File: src/rtl/icu_pkg.sv
package icu_pkg;
    localparam int NSRC   = 32;
    localparam int IDX_W  = $clog2(NSRC);
    localparam int ADDR_W = 3;

    typedef logic [NSRC-1:0] srcvec_t;

    typedef enum logic [ADDR_W-1:0] {
        OFF_STAT = 3'd0,
        OFF_EN   = 3'd2,
        OFF_POL  = 3'd4,
        OFF_TRIG = 3'd5,
        OFF_PICK = 3'd6
    } reg_off_e;

    typedef struct packed {
        logic             valid;
        logic [IDX_W-1:0] idx;
    } pick_t;

    // Lowest source number wins; source n lives at bit NSRC-1-n.
    function automatic pick_t pick_first(srcvec_t v);
        pick_t r;
        r = '0;
        for (int b = 0; b < NSRC; b++) begin
            if (v[b]) begin
                r.valid = 1'b1;
                r.idx   = IDX_W'(NSRC - 1 - b);
            end
        end
        return r;
    endfunction
endpackage

File: src/rtl/icu_sync.sv
module icu_sync #(
    parameter int W      = 32,
    parameter int STAGES = 2
) (
    input  logic         clk,
    input  logic         rst,
    input  logic [W-1:0] d_i,
    output logic [W-1:0] q_o
);
    logic [W-1:0] stg [STAGES];

    always_ff @(posedge clk) begin
        if (rst) begin
            for (int i = 0; i < STAGES; i++) stg[i] <= '0;
        end else begin
            stg[0] <= d_i;
            for (int i = 1; i < STAGES; i++) stg[i] <= stg[i-1];
        end
    end

    assign q_o = stg[STAGES-1];
endmodule

File: src/rtl/icu_capture.sv
module icu_capture (
    input  logic clk,
    input  logic rst,
    input  logic din_i,
    input  logic pol_i,
    input  logic trig_i,
    input  logic clr_i,
    output logic stat_o
);
    logic active, prev_q, set_w;

    assign active = ~(din_i ^ pol_i);
    assign set_w  = trig_i ? (active & ~prev_q) : active;

    always_ff @(posedge clk) begin
        if (rst) begin
            stat_o <= 1'b0;
            prev_q <= 1'b0;
        end else begin
            stat_o <= (stat_o & ~clr_i) | set_w;
            prev_q <= active;
        end
    end

    // Status never drops unless software cleared it.
    assert_sticky_R4: assert property (@(posedge clk) disable iff (rst)
        $past(stat_o && !clr_i) |-> stat_o);

    // A clear with no active input leaves the bit low.
    assert_clear_R4: assert property (@(posedge clk) disable iff (rst)
        $past(clr_i && !active) |-> !stat_o);

    // Level mode: an active input always sets status.
    assert_level_set_R6: assert property (@(posedge clk) disable iff (rst)
        $past(active && !trig_i) |-> stat_o);
endmodule

File: src/rtl/icu_prio.sv
module icu_prio
    import icu_pkg::*;
(
    input  srcvec_t vec_i,
    output pick_t   pick_o
);
    always_comb pick_o = pick_first(vec_i);
endmodule

File: src/rtl/icu_ctrl.sv
module icu_ctrl
    import icu_pkg::*;
#(
    parameter bit CASCADE_EN  = 1'b1,
    parameter int CASCADE_SRC = 30,
    parameter int SYNC_STAGES = 2
) (
    input  logic              clk,
    input  logic              rst,
    input  logic [NSRC-1:0]   src_i,
    input  logic              cascade_i,
    input  logic              wr_en_i,
    input  logic [ADDR_W-1:0] addr_i,
    input  logic [NSRC-1:0]   wdata_i,
    output logic [NSRC-1:0]   rdata_o,
    output logic              irq_o,
    output logic              irq_vld_o,
    output logic [IDX_W-1:0]  irq_idx_o
);
    localparam int CASC_BIT = NSRC - 1 - CASCADE_SRC;

    srcvec_t raw, synced, stat, clr, en_q, pol_q, trig_q, pend;
    pick_t   pick;

    generate
        if (CASCADE_EN) begin : g_casc
            always_comb begin
                raw           = src_i;
                raw[CASC_BIT] = cascade_i;
            end
        end else begin : g_nocasc
            logic unused_casc;
            assign unused_casc = cascade_i;
            assign raw = src_i;
        end
    endgenerate

    icu_sync #(.W(NSRC), .STAGES(SYNC_STAGES)) u_sync (
        .clk(clk), .rst(rst), .d_i(raw), .q_o(synced)
    );

    assign clr = (wr_en_i && addr_i == OFF_STAT) ? wdata_i : '0;

    always_ff @(posedge clk) begin
        if (rst) begin
            en_q   <= '0;
            pol_q  <= '1;
            trig_q <= '0;
        end else if (wr_en_i) begin
            case (addr_i)
                OFF_EN:   en_q   <= wdata_i;
                OFF_POL:  pol_q  <= wdata_i;
                OFF_TRIG: trig_q <= wdata_i;
                default:  ;
            endcase
        end
    end

    generate
        for (genvar g = 0; g < NSRC; g++) begin : g_src
            icu_capture u_cap (
                .clk(clk), .rst(rst), .din_i(synced[g]), .pol_i(pol_q[g]),
                .trig_i(trig_q[g]), .clr_i(clr[g]), .stat_o(stat[g])
            );
        end
    endgenerate

    assign pend = stat & en_q;

    icu_prio u_prio (.vec_i(pend), .pick_o(pick));

    always_ff @(posedge clk) begin
        if (rst) begin
            irq_o     <= 1'b0;
            irq_vld_o <= 1'b0;
            irq_idx_o <= '0;
        end else begin
            irq_o     <= |pend;
            irq_vld_o <= pick.valid;
            irq_idx_o <= pick.idx;
        end
    end

    always_comb begin
        rdata_o = '0;
        case (addr_i)
            OFF_STAT: rdata_o = stat;
            OFF_EN:   rdata_o = en_q;
            OFF_POL:  rdata_o = pol_q;
            OFF_TRIG: rdata_o = trig_q;
            OFF_PICK: begin
                rdata_o[NSRC-1]    = irq_vld_o;
                rdata_o[IDX_W-1:0] = irq_idx_o;
            end
            default:  rdata_o = '0;
        endcase
    end

    assert_reset_vals_R10: assert property (@(posedge clk) disable iff (rst)
        $past(rst) |-> (en_q == '0 && trig_q == '0 && pol_q == '1 && !irq_o));

    assert_gate_R2: assert property (@(posedge clk) disable iff (rst)
        $past((stat & en_q) == '0) |-> !irq_vld_o);

    always @(posedge clk) begin
        if (!rst && pick.valid) begin
            assert_first_set_R3: assert (pend[NSRC-1-int'(pick.idx)] &&
                ((pend >> (NSRC - int'(pick.idx))) == '0));
        end
    end
endmodule

File: config.mk
export PLATFORM = sky130hd
export DESIGN_NAME = icu_ctrl
export DESIGN_NICKNAME = d
export VERILOG_FILES = /design/src/rtl/icu_pkg.sv /design/src/rtl/icu_sync.sv /design/src/rtl/icu_capture.sv /design/src/rtl/icu_prio.sv /design/src/rtl/icu_ctrl.sv
export SDC_FILE = /design/constraint.sdc
export NUM_CORES = 1
export LEC_CHECK = 0
export ABC_AREA = 1
export BUFFER_PORTS_ARGS = -buffer_cell sky130_fd_sc_hd__buf_4
export CAP_MARGIN = 20
export CELL_PAD_IN_SITES_DETAIL_PLACEMENT = 1
export CELL_PAD_IN_SITES_GLOBAL_PLACEMENT = 1
export CORE_MARGIN = 4
export CORE_UTILIZATION = 45
export DETAILED_ROUTE_END_ITERATION = 10
export GPL_ROUTABILITY_DRIVEN = 0
export PLACE_DENSITY_LB_ADDON = 0.1
export SLEW_MARGIN = 25
export SYNTH_ARGS = -nofsm -noshare
export SYNTH_HDL_FRONTEND = slang
export SYNTH_SLANG_ARGS = --single-unit
File: constraint.sdc
create_clock -name clk -period 4.2 [get_ports clk]
set_input_delay 1.05 -clock clk [delete_from_list [all_inputs] [get_ports clk]]
set_output_delay 1.05 -clock clk [all_outputs]
set_load 0.01 [all_outputs]
# Yosys cells after proc, flatten, opt, wreduce, memory -nomap -nowiden
# Memories as Yosys holds them, arrays and structs flattened.
# Cells that the tools add are included.
[word_totals] regBits=167 output_inout_bits=39 mem_count=1 input_bits=71 ramBits=64 word_cells=390
[mem_list] name="u_sync.stg" depth=2 width=32 rd=2 rd_ports_with_merged_regs=0 wr=2 line="icu_sync.sv:10" rtl="logic [W-1:0] stg [STAGES];"
[op_classes] bitwise_logic=227 muxes=73 eq_ne=4 n_reduce_logical=11
[op_table] op="6-bit 2-to-1 mux" n=32
[op_table] op="26-bit one-hot mux with 4 select lines" n=1
[op_table] op="32-bit 2-to-1 mux" n=3
[op_table] op="1-bit inverter" n=96
[op_table] op="1-bit AND" n=64
[op_table] op="1-bit 2-to-1 mux" n=35
[op_table] op="1-bit OR" n=34
[op_table] op="32-bit AND" n=1
[op_table] op="32-bit OR reduction" n=1
[op_table] op="1-bit bitwise XOR" n=32
[op_table] op="5-bit one-hot mux with 5 select lines" n=1
[op_table] op="17-bit OR reduction" n=1
[op_table] op="3-bit == test, second input constant" n=3
[op_table] op="9-bit OR reduction" n=1
[op_table] op="2-bit AND reduction" n=3
[op_table] op="1-bit one-hot mux with 5 select lines" n=1
[op_table] op="5-bit OR reduction" n=1
[op_table] op="3-bit by 2-bit == test with 1-bit output, second input constant" n=1
[op_table] op="3-bit zero test" n=1
[op_table] op="3-bit OR reduction" n=1
[op_table] op="2-bit OR reduction" n=1
[op_table] op="1-bit logical AND" n=1

# Depth between registers and ports, before layout
[logic_depth] ltp_word=33 mapped_depth=32 ltp_nobuf=32

# By module
# From an unflattened synthesis, not the netlist that was laid out.
[unflattened] hier_cells=1494 hier_area_um2=10387.5
[by_module_without_submodules] mod="icu_ctrl" instances=1 seq_area_each_um2=2062.0 area_each_um2=4937.2 cells_per_inst=738
[by_module_without_submodules] mod="icu_capture" instances=32 seq_area_each_um2=40.0 area_each_um2=90.1 cells_per_inst=13
[by_module_without_submodules] mod="icu_sync" instances=1 seq_area_each_um2=1281.2 area_each_um2=2080.7 cells_per_inst=231
[by_module_without_submodules] mod="icu_prio" instances=1 seq_area_each_um2=0.0 area_each_um2=486.7 cells_per_inst=109

# Worst setup path after synthesis
# No wires, ideal clock.
[synth_path] path_type="input port to output port" start="in addr_i[1]" end="out rdata_o[10]" setup_slack_ns=0.945 cell_stages=5 arrival_time_ns=2.205 t_required_ns=3.150 cell_sequence="nor3_1 -> clkbuf_1 -> clkbuf_1 -> nand2_1 -> o2111ai_1"
[synth_between] elab_chain_cells=2 elab_cells_between_ends=5 classes_between="3 x eq/ne; 1 x mux; 1 x reduce/logical"
[synth_lines] element="start, declared" line="icu_ctrl.sv:13" rtl="input logic [ADDR_W-1:0] addr_i,"
[synth_lines] element="3-bit == test, or another cell as far along" line="icu_ctrl.sv:86" rtl="case (addr_i)"
[synth_lines] element="26-bit one-hot mux with 4 select lines *" line="icu_ctrl.sv:86"
[synth_lines] element="end, declared" line="icu_ctrl.sv:15" rtl="output logic [NSRC-1:0] rdata_o,"
# Every way passes the cells marked *; elsewhere a longest branch is shown, timed or not.

# Final worst setup path
[layout_path] start="in addr_i[2]" end="out rdata_o[14]"
# The elaborated chain is that of the path after synthesis.

==> run_results.csv <==
group,metric,value,unit
clock_tree,clkLatencyLatePin,520,ps
clock_tree,root_buffer,"clkbuf_16",
power,p_per_area,451,mW/mm^2
layout,area_growth,20.8,%
floorplanning,rows,51,
clock_tree,postCtsSetupBuffers,0,
global_routing,grt_max_degree,154,
synth,synth_adder_area_share,0,
clock_tree,clkSinkCount,231,
power,p_clk_frac,0.428,
power,power.internal,3.69,mW
power,p_switching,1.18,mW
clock_tree,hold_buffers,0,
global_routing,grt_pass1_vias,8342,
synth,synth_nets,1241,
detailed_routing,num_vias,8064,
synth,synth-compound-area-share,0.122,
sta,final-max-slew-violation-count,0,
clock_tree,cts_max_level,1,
sta,fin_crit,3480,ps
synth,ys_ff_latch,231,
clock_tree,cts_tree,"yes",
worst_setup_path,worstPathRequired,3150,ps
power,leakagePower,4.69,nW
layout,drive_above_1_share,0.145,
global_routing,antenna_found_initial,0,
clock_tree,clk_pin_slew,60,ps
layout,nFillCells,2463,
power,peakVddDrop,0.000305,V
detailed_routing,drt_iter0_markers,368,
power,pwr-share-seq,0.485,
sta,tightest_slew,845,ps
worst_setup_path,start_kind,"input pin",
floorplanning,ioPinCount,110,
synth,netlist.area_leader.share,0.517,
synth,synth.distinct_cells,30,
sta,final.setup.tns,0,ps
power,finalPower,4.87,mW
synth,synth_top_family_by_area,"simple AND/OR/NAND/NOR gates",
clock_tree,cts_inserted_buffers,25,
worst_setup_path,crit_arrival,2430,ps
detailed_routing,top_layer,"met4",
outcome,status,"finished clean",
worst_setup_path,cp-end-kind,"primary output",
detailed_routing,wire_per_inst,16.9,um
sta,fin_hold_ws,404,ps
place,hpwl,16.1,mm
synth,synth_mux_area_frac,0,
sta,fmax,0.287,GHz
floorplanning,fp.dieW,149,um
synth,synthXorXnorAreaFrac,0.0313,
detailed_routing,wl_met3,1.11,mm
detailed_routing,dr.pass1.iters,4,
synth,synth_seq_area_share,0.517,
floorplanning,start_util,0.458,
layout,layout_common_cells,"nand2_1, dfxtp_1, nor2_1, buf_4, inv_1",
flow_run,cap_violations,0,
sta,finalSetupViolCount,0,
synth,yosysWarnings,0,
clock_tree,clockBufferDepth,3,
sta,worst_clock_skew,4.56,ps
floorplanning,die_h,149,um
synth,yosys-top-cells-area,"dfxtp_1, nand2_1, nand3_1, nor2_1, a21oi_1",
floorplanning,coreArea,0.0195,mm^2
global_routing,grt_pass1_wl,42.0,mm
synth,syn_inst,1170,
sta,finalHoldViolations,0,
global_routing,overflow,0,
synth,yosys.area_share.simple,0.255,
hold_path,hold_path_class,"register to register",
global_routing,globalRouteTotalUtil,0.233,
synth,syn_area_per_cell,7.65,um^2
sta,timing.slew.headroom,0.436,
worst_setup_path,worstPathMaxFanout,28,
layout,antenna_cells,0,
floorplanning,dieArea,0.0222,mm^2
sta,fin_crit_sh,0.829,
clock_tree,cts_resized,0,
place,portBuffers,108,
detailed_routing,met2_length,12.8,mm
sta,grt_setup_unrepaired,"no",
layout,nNetsFinal,1327,
worst_setup_path,worstSetupPathType,"input pin to primary output",
power,sw_frac_of_total,0.243,
power,comb_power_share,0.087,
detailed_routing,wl,25.9,mm
layout,final_common_cell,"nand2_1",
detailed_routing,via_per_inst,5.25,
detailed_routing,drc,0,
synth,synth_top_area_cell,"dfxtp_1",
synth,synth_area,0.00895,mm^2
detailed_routing,ant_nets,0,
detailed_routing,wl_met1,11.4,mm
==> Yosys cell counts <==
master     instances
nand2_1          299
dfxtp_1          231
nor2_1           125
inv_1            108
nand3_1          105
a21oi_1           93
clkbuf_1          60
xor2_1            28
o21ai_1           26
a32o_1            17
o2111ai_1         15
nand4_1            9
nand2_2            7
buf_1              6
inv_2              5
a221oi_1           4
nand2_4            4
nor3_1             4
o22ai_1            4
xnor2_1            4
o221ai_1           3
a221o_1            2
a31oi_1            2
a41oi_1            2
o211ai_1           2
a21oi_2            1
a22o_1             1
a311oi_1           1
o21ai_0            1
o31ai_1            1
==> registers in the layout (all words and copies together), names as in the netlist <==
signal,flops
u_sync.stg,64
irq_vld_o,1
g_src.u_cap.prev_q,32
irq_o,1
en_q,32
pol_q,32
irq_idx_o,5
trig_q,32
g_src.u_cap.stat_o,32
==> metrics by stage <==
| stage | area, um^2 | worst slack (ps) | utilization | cells |
|---|---|---|---|---|
| 5_1_grt | 10800 | 575 | 0.554 | 1535 |
| 2_1_floorplan | 8950 | 945 | - | 1170 |
| 4_1_cts | 10800 | 681 | 0.554 | 1535 |
| 6_report | 10800 | 718 | 0.554 | 1535 |
| 3_5_place_dp | 10000 | 692 | 0.514 | 1494 |
| 3_3_place_gp | 10000 | 771 | 0.514 | 1494 |
==> logic make-up (layout without fill, tap and decap cells) <==
family	Yosys count	count (layout)
XOR/XNOR	32	32
AO/OA/AOI/OAI	175	175
buffers and inverters	179	279
AND/OR/NAND/NOR	553	553
flip-flops	231	231
==> layout make-up <==
cell class | count | area (um^2) | area share
Sequential cell | 231 | 4620 | 0.428
Timing Repair Buffer | 125 | 988 | 0.0915
Clock buffer | 35 | 743 | 0.0688
Multi-Input combinational cell | 760 | 3660 | 0.339
Clock inverter | 6 | 33.8 | 0.00313
Tap cell | 265 | 332 | 0.0307
Inverter | 113 | 424 | 0.0392
==> routing by layer <==
metal  global-route usage  up-vias
met5                    0        -
met4               0.0590        0
met3               0.0331       49
met2                0.414      158
met1                0.297     3914
li1                     -     3943
==> path summary, 6_finish.rpt <==
path / startpoint / end / slack [ps] / cells past startpoint
hold reg to reg: u_sync.stg[0][6] / u_sync.stg[0][38] / 400 / 2
setup / recovery: addr_i[2] / rdata_o[14] / 720 / 8
setup reg to reg: en_q[0] / irq_idx_o[0] / 1990 / 32
hold / removal: u_sync.stg[0][6] / u_sync.stg[0][38] / 400 / 2
==> power by group through the flow <==
stage | clock network [mW] | logic (mW) | registers [mW]
after detailed placement | 0 | 0.426 | 2.41
after global placement | 0 | 0.413 | 2.41
after floorplan | 0 | 0.235 | 2.39
after CTS | 2.13 | 0.431 | 2.36
after global routing | 2.23 | 0.477 | 2.37
final | 2.09 | 0.426 | 2.36
==> critical path: stages <==
cell	delay, ps
buf_4	120
nor2_1	140
nand2_1	120
inv_2	480
buf_4	230
nand2_1	50
nand4_1	100
buf_4	130
No activity file was read; power rests on OpenSTA's default activity.
